[src/rtl/nand_dec_pkg.sv]
package nand_dec_pkg;
  localparam int BUS_W = 8;

  typedef enum logic [1:0] {
    KIND_NONE = 2'd0,
    KIND_CMD  = 2'd1,
    KIND_ADDR = 2'd2,
    KIND_DATA = 2'd3
  } cyc_kind_t;
endpackage

[src/rtl/nand_sync_pipe.sv]
// Multi-stage synchronizer for a bundle of asynchronous pin levels.
module nand_sync_pipe #(
  parameter int              WIDTH   = 12,
  parameter int              STAGES  = 2,
  parameter logic [WIDTH-1:0] RST_VAL = '0
) (
  input  logic             clk,
  input  logic             rst,
  input  logic [WIDTH-1:0] d,
  output logic [WIDTH-1:0] q
);
  logic [WIDTH-1:0] stg [STAGES];

  always_ff @(posedge clk) begin
    if (rst) begin
      for (int i = 0; i < STAGES; i++) stg[i] <= RST_VAL;
    end else begin
      stg[0] <= d;
      for (int i = 1; i < STAGES; i++) stg[i] <= stg[i-1];
    end
  end

  assign q = stg[STAGES-1];
endmodule

[src/rtl/nand_cycle_classify.sv]
// Detects the write-strobe rise and classifies the latched bus cycle.
module nand_cycle_classify
  import nand_dec_pkg::*;
(
  input  logic             clk,
  input  logic             rst,
  input  logic             ce_n,
  input  logic             cle,
  input  logic             ale,
  input  logic             we_n,
  input  logic [BUS_W-1:0] io,
  output logic             cmd_stb,
  output logic             addr_stb,
  output logic             data_stb,
  output logic [BUS_W-1:0] byte_q
);
  logic      we_prev;
  logic      we_rise;
  cyc_kind_t kind;

  assign we_rise = we_n & ~we_prev;

  always_comb begin
    kind = KIND_NONE;
    if (we_rise && !ce_n) begin
      unique case ({cle, ale})
        2'b10:   kind = KIND_CMD;
        2'b01:   kind = KIND_ADDR;
        2'b00:   kind = KIND_DATA;
        default: kind = KIND_NONE;  // both latches high: invalid cycle
      endcase
    end
  end

  always_ff @(posedge clk) begin
    if (rst) begin
      we_prev  <= 1'b1;
      cmd_stb  <= 1'b0;
      addr_stb <= 1'b0;
      data_stb <= 1'b0;
      byte_q   <= '0;
    end else begin
      we_prev  <= we_n;
      cmd_stb  <= (kind == KIND_CMD);
      addr_stb <= (kind == KIND_ADDR);
      data_stb <= (kind == KIND_DATA);
      if (kind != KIND_NONE) byte_q <= io;
    end
  end
endmodule

[src/rtl/nand_addr_gather.sv]
// Assembles the address byte stream into column and row fields.
module nand_addr_gather
  import nand_dec_pkg::*;
#(
  parameter int               COL_BYTES   = 2,
  parameter int               ROW_BYTES   = 3,
  parameter int               COL_USED    = 12,
  parameter int               ROW_USED    = 20,
  parameter logic [BUS_W-1:0] ROW_ONLY_OP = 8'h60,
  localparam int COL_W = BUS_W * COL_BYTES,
  localparam int ROW_W = BUS_W * ROW_BYTES
) (
  input  logic             clk,
  input  logic             rst,
  input  logic             cmd_stb,
  input  logic             addr_stb,
  input  logic [BUS_W-1:0] byte_in,
  output logic             done_o,
  output logic             err_o,
  output logic [COL_W-1:0] col_o,
  output logic [ROW_W-1:0] row_o
);
  localparam int TOT   = COL_BYTES + ROW_BYTES;
  localparam int CNT_W = $clog2(TOT + 1);

  logic [CNT_W-1:0] cnt;
  logic [CNT_W-1:0] need;
  logic [CNT_W-1:0] ridx;
  logic             row_only;
  logic             is_col;
  logic             accept;
  logic             last;
  logic [COL_W-1:0] col_w, col_n;
  logic [ROW_W-1:0] row_w, row_n;
  logic             col_bad, row_bad;

  assign need   = row_only ? CNT_W'(ROW_BYTES) : CNT_W'(TOT);
  assign accept = addr_stb && (cnt < need);
  assign last   = accept && (cnt == need - CNT_W'(1));
  assign is_col = !row_only && (cnt < CNT_W'(COL_BYTES));
  assign ridx   = row_only ? cnt : cnt - CNT_W'(COL_BYTES);

  always_comb begin
    col_n = col_w;
    row_n = row_w;
    for (int k = 0; k < COL_BYTES; k++)
      if (is_col && cnt == CNT_W'(k)) col_n[BUS_W*k +: BUS_W] = byte_in;
    for (int k = 0; k < ROW_BYTES; k++)
      if (!is_col && ridx == CNT_W'(k)) row_n[BUS_W*k +: BUS_W] = byte_in;
  end

  assign col_bad = !row_only && (|(col_n >> COL_USED));
  assign row_bad = |(row_n >> ROW_USED);

  always_ff @(posedge clk) begin
    if (rst) begin
      cnt      <= '0;
      row_only <= 1'b0;
      col_w    <= '0;
      row_w    <= '0;
      done_o   <= 1'b0;
      err_o    <= 1'b0;
      col_o    <= '0;
      row_o    <= '0;
    end else begin
      done_o <= 1'b0;
      err_o  <= 1'b0;
      if (cmd_stb) begin
        cnt      <= '0;
        row_only <= (byte_in == ROW_ONLY_OP);
        col_w    <= '0;
        row_w    <= '0;
      end else if (accept) begin
        cnt   <= cnt + CNT_W'(1);
        col_w <= col_n;
        row_w <= row_n;
        if (last) begin
          done_o <= 1'b1;
          err_o  <= col_bad || row_bad;
          col_o  <= row_only ? '0 : col_n;
          row_o  <= row_n;
        end
      end
    end
  end
endmodule

[src/rtl/nand_cycle_decoder.sv]
// Device-side decoder for asynchronous single-data-rate NAND bus cycles.
module nand_cycle_decoder
  import nand_dec_pkg::*;
#(
  parameter int               COL_BYTES   = 2,
  parameter int               ROW_BYTES   = 3,
  parameter int               COL_BITS    = 12,
  parameter int               PAGE_BITS   = 7,
  parameter int               BLOCK_BITS  = 12,
  parameter int               LUN_BITS    = 1,
  parameter int               SYNC_STAGES = 2,
  parameter logic [BUS_W-1:0] ROW_ONLY_OP = 8'h60,
  localparam int COL_W = BUS_W * COL_BYTES,
  localparam int ROW_W = BUS_W * ROW_BYTES
) (
  input  logic                  clk,
  input  logic                  rst,
  input  logic                  ce_n_i,
  input  logic                  cle_i,
  input  logic                  ale_i,
  input  logic                  we_n_i,
  input  logic [BUS_W-1:0]      io_i,
  output logic                  cmd_valid_o,
  output logic [BUS_W-1:0]      cmd_code_o,
  output logic                  data_valid_o,
  output logic [BUS_W-1:0]      data_o,
  output logic                  addr_done_o,
  output logic                  addr_err_o,
  output logic [COL_W-1:0]      col_addr_o,
  output logic [ROW_W-1:0]      row_addr_o,
  output logic [PAGE_BITS-1:0]  page_o,
  output logic [BLOCK_BITS-1:0] block_o,
  output logic [LUN_BITS-1:0]   lun_o
);
  localparam int ROW_USED = PAGE_BITS + BLOCK_BITS + LUN_BITS;
  localparam int PIN_W    = BUS_W + 4;
  localparam logic [PIN_W-1:0] PIN_RST = {1'b1, 1'b0, 1'b0, 1'b1, {BUS_W{1'b0}}};

  logic [PIN_W-1:0] pins_s;
  logic             cmd_stb, addr_stb, data_stb;
  logic [BUS_W-1:0] byte_q;

  nand_sync_pipe #(
    .WIDTH  (PIN_W),
    .STAGES (SYNC_STAGES),
    .RST_VAL(PIN_RST)
  ) u_sync (
    .clk(clk),
    .rst(rst),
    .d  ({ce_n_i, cle_i, ale_i, we_n_i, io_i}),
    .q  (pins_s)
  );

  nand_cycle_classify u_class (
    .clk     (clk),
    .rst     (rst),
    .ce_n    (pins_s[BUS_W+3]),
    .cle     (pins_s[BUS_W+2]),
    .ale     (pins_s[BUS_W+1]),
    .we_n    (pins_s[BUS_W]),
    .io      (pins_s[BUS_W-1:0]),
    .cmd_stb (cmd_stb),
    .addr_stb(addr_stb),
    .data_stb(data_stb),
    .byte_q  (byte_q)
  );

  nand_addr_gather #(
    .COL_BYTES  (COL_BYTES),
    .ROW_BYTES  (ROW_BYTES),
    .COL_USED   (COL_BITS),
    .ROW_USED   (ROW_USED),
    .ROW_ONLY_OP(ROW_ONLY_OP)
  ) u_addr (
    .clk     (clk),
    .rst     (rst),
    .cmd_stb (cmd_stb),
    .addr_stb(addr_stb),
    .byte_in (byte_q),
    .done_o  (addr_done_o),
    .err_o   (addr_err_o),
    .col_o   (col_addr_o),
    .row_o   (row_addr_o)
  );

  assign cmd_valid_o  = cmd_stb;
  assign data_valid_o = data_stb;
  assign cmd_code_o   = byte_q;
  assign data_o       = byte_q;

  // Row layout: page in the low bits, block above it, logical unit on top.
  assign page_o  = row_addr_o[PAGE_BITS-1:0];
  assign block_o = row_addr_o[PAGE_BITS +: BLOCK_BITS];
  assign lun_o   = row_addr_o[PAGE_BITS+BLOCK_BITS +: LUN_BITS];
endmodule

[config.mk]
export PLATFORM = sky130hd
export DESIGN_NAME = nand_cycle_decoder
export DESIGN_NICKNAME = d
export VERILOG_FILES = /design/src/rtl/nand_dec_pkg.sv /design/src/rtl/nand_sync_pipe.sv /design/src/rtl/nand_cycle_classify.sv /design/src/rtl/nand_addr_gather.sv /design/src/rtl/nand_cycle_decoder.sv
export SDC_FILE = /design/constraint.sdc
export NUM_CORES = 1
export LEC_CHECK = 0
export BUFFER_PORTS_ARGS = -buffer_cell sky130_fd_sc_hd__buf_2
export CAP_MARGIN = 20
export CORE_MARGIN = 2
export CORE_UTILIZATION = 35
export CTS_CLUSTER_DIAMETER = 50
export CTS_CLUSTER_SIZE = 20
export DETAILED_ROUTE_END_ITERATION = 10
export PLACE_DENSITY = 0.63
export SYNTH_ARGS = -nofsm -noshare
export SYNTH_HDL_FRONTEND = slang
export SYNTH_SLANG_ARGS = --single-unit
[constraint.sdc]
create_clock -name clk -period 4.1 [get_ports clk]
set_clock_uncertainty 0.15 [all_clocks]
set_input_delay 0.205 -clock clk [delete_from_list [all_inputs] [get_ports clk]]
set_output_delay 0.205 -clock clk [all_outputs]
set_load 0.005 [all_outputs]
==> results.json <==
{
  "endpoint_kind": "register",
  "wl_per_cell_um": 14.1,
  "postRouteAntennaNets": 0,
  "cts_max_path_buffers": 2,
  "power_density_nw_per_um2": 472,
  "netlist_instances": 497,
  "period_minus_slack_ns": 2.75,
  "hold_path_class": "in2reg",
  "dr.pass1.iters": 4,
  "syn_to_final_growth_pct": 23.6,
  "crit_fanout": 20,
  "max_freq_mhz": 364,
  "antenna_found_initial": 0,
  "numCtsBuffers": 17,
  "num_io_pins": 94,
  "htreeDepth": 4,
  "gp_congestion": 0.838,
  "die_w_um": 122,
  "synth_top_area_cell": "dfxtp_1",
  "dpl_cell_area_um2": 5210,
  "grtUsageTotal_pct": 15.0,
  "use_met1_pct": 17.9,
  "dp_worst_setup_slack_ns": 1.26,
  "drtIter0Drc": 155,
  "power.leakage_nw": 2.73,
  "root_buffer": "clkbuf_16",
  "maxCapViolations": 0,
  "yosys-top-cells-area": "dfxtp_1 (50%), mux2i_1 (15%), nand2_1 (5.1%)",
  "cts_tree": "built",
  "synth_area_um2": 4870,
  "grt_max_degree": 80,
  "tightest_slew_ns": 0.966,
  "nets": 580,
  "power.total_mw": 2.84,
  "fin_ws_ns": 1.35,
  "dieArea_um2": 14900,
  "busiest_layer": "met2",
  "io_buffers": 93,
  "multi_input_area_um2": 2040,
  "drive_gt1_share_pct": 25.1,
  "clock_sink_count": 122,
  "synth_sequential_area_ratio_pct": 50.1,
  "setup_viol": 0,
  "status": "finished, final reports clean",
  "dp_hpwl_mm": 6.99,
  "finalHoldViolations": 0,
  "final_common_cell": "dfxtp_1",
  "nFillCells": 1319,
  "die_h_um": 122,
  "synth.avg_cell_area_um2": 9.80,
  "grt_pass1_vias": 3412,
  "ys_ff_latch": 122,
  "relSlewSlack_pct": 35.6,
  "clk-insertion-delay-late_ns": 0.41,
  "grt_pass1_wl_mm": 17.0,
  "overflow": 0,
  "setup_tns_ns": 0,
  "drv_slew": 0,
  "route.vias.total": 3535,
  "rsz0062_at_grt": "no",
  "start_util_pct": 35.5,
  "synth.distinct_cells": 37,
  "ctsResizeCount": 0,
  "drc": 0,
  "arrival_ns": 2.85,
  "synth.top_cell.area_share_pct": 50.1,
  "seqCellArea_um2": 2440,
  "grtUsageMet2_pct": 24.8,
  "routed_via_density": 4.69,
  "crit_type": "reg2reg",
  "worstSetupStartpointType": "register",
  "yosys_warnings": 0,
  "diodes": 0,
  "final_area_um2": 6020,
  "finalCritPeriodShare_pct": 67.0,
  "synth_fp_nets": 517,
  "layout_common_cells": "dfxtp_1 (122), buf_2 (93), mux2i_1 (74)",
  "critPathRequiredTime_ns": 4.21,
  "placementRows": 43,
  "ir_drop_v": 0.000282,
  "core_um2": 13700,
  "use_met3_pct": 4.96,
  "path_clk_slew_ns": 0.05,
  "finalWirelength_mm": 10.6
}
[report_power, final]
| part | leakage (nW) | internal (mW) | switching, mW |
|---|---|---|---|
| logic | 1.43 | 0.0206 | 0.0245 |
| clock network | 0.311 | 1.08 | 0.515 |
| registers | 0.988 | 1.20 | 0.00297 |
| total | 2.73 | 2.30 | 0.542 |
[registers in the layout, indices dropped and copies added, names as in the netlist, 3 cells and up]
register and count:
u_addr.cnt 3, u_addr.col_o 16, u_addr.col_w 16, u_addr.row_o 24, u_addr.row_w 24, u_class.byte_q 8, u_sync.stg 24
[routing by layer]
metal	vias to the layer above	wire length (um)	part of all wire [%]
li1	1766	-	-
met1	1643	4660	44
met2	115	5120	48
met3	11	676	6.4
met4	0	136	1.3
met5	-	0	0
[logic make-up after synthesis]
| group | Yosys count | synth area share, % |
|---|---|---|
| AOI/OAI and AO/OA | 50 | 7.73 |
| xor gates and xnor gates | 2 | 0.360 |
| adders and majority gates | 6 | 1.54 |
| buffers and inverters | 70 | 8.09 |
| DFF | 122 | 50.1 |
| muxes | 74 | 15.2 |
| and+or+nand+nor | 173 | 16.9 |
[metrics by stage]
step / hold WS (ns) / instances / util [%]
2_1_floorplan: 0.159 / 497 / -
3_3_place_gp: 0.238 / 707 / 38.0
3_5_place_dp: 0.242 / 707 / 38.0
4_1_cts: 0.152 / 751 / 43.6
5_1_grt: 0.196 / 753 / 43.9
6_report: 0.168 / 753 / 43.9
[layout make-up]
type | instances | area share, %
repair buffers | 109 | 10.7
clock inverters | 11 | 2.76
well taps | 180 | 3.74
flip-flops and latches | 122 | 40.6
clock buffers | 21 | 7.98
inverters | 5 | 0.312
multi-input cells | 305 | 33.9
[Yosys cell counts]
library cell / instances
or3_1: 1
nand2b_1: 2
nand4_1: 1
a21oi_1: 17
a211oi_1: 10
a211oi_4: 2
dfxtp_1: 122
or3b_1: 2
nor3_2: 1
and4bb_2: 2
nor4b_1: 2
or3b_2: 1
o22ai_1: 1
clkbuf_1: 28
buf_2: 6
ha_1: 6
or4b_2: 1
or4_1: 2
nand3_2: 1
nand2_1: 66
a2bb2oi_1: 16
a21o_1: 3
nand3_1: 1
nand4b_1: 1
mux2i_1: 74
o21a_1: 1
buf_6: 2
nor4_1: 3
inv_1: 5
xnor2_1: 2
or2b_1: 1
buf_4: 29
nor2_1: 57
and4b_1: 1
nand4bb_1: 1
or2_2: 6
nor2b_1: 20
[what timing repair did]
action | CTS | global route
hold buffers | 12 | 0
hold endpoints to repair | 12 | 0
buffers inserted | 0 | 0
[worst paths after layout]
path / end / slack (ns) / cells past startpoint / start
setup / recovery: u_addr.col_o[14] / 1.35 / 6 / u_addr.row_only
hold / removal: u_addr.row_w[20] / 0.17 / 4 / rst
setup reg to reg: u_addr.col_o[14] / 1.35 / 6 / u_addr.row_only
hold reg to reg: u_sync.stg[0][23] / 0.26 / 1 / u_sync.stg[0][11]
[critical path, cell delays in order (launching register included)]
cell	delay (ns)
dfxtp_1	0.37
ha_1	0.52
or3b_1	0.46
or3_1	0.59
buf_16	0.27
a2bb2oi_1	0.17
nor2_1	0.06
Note: power is estimated with default switching activity, not from simulation.
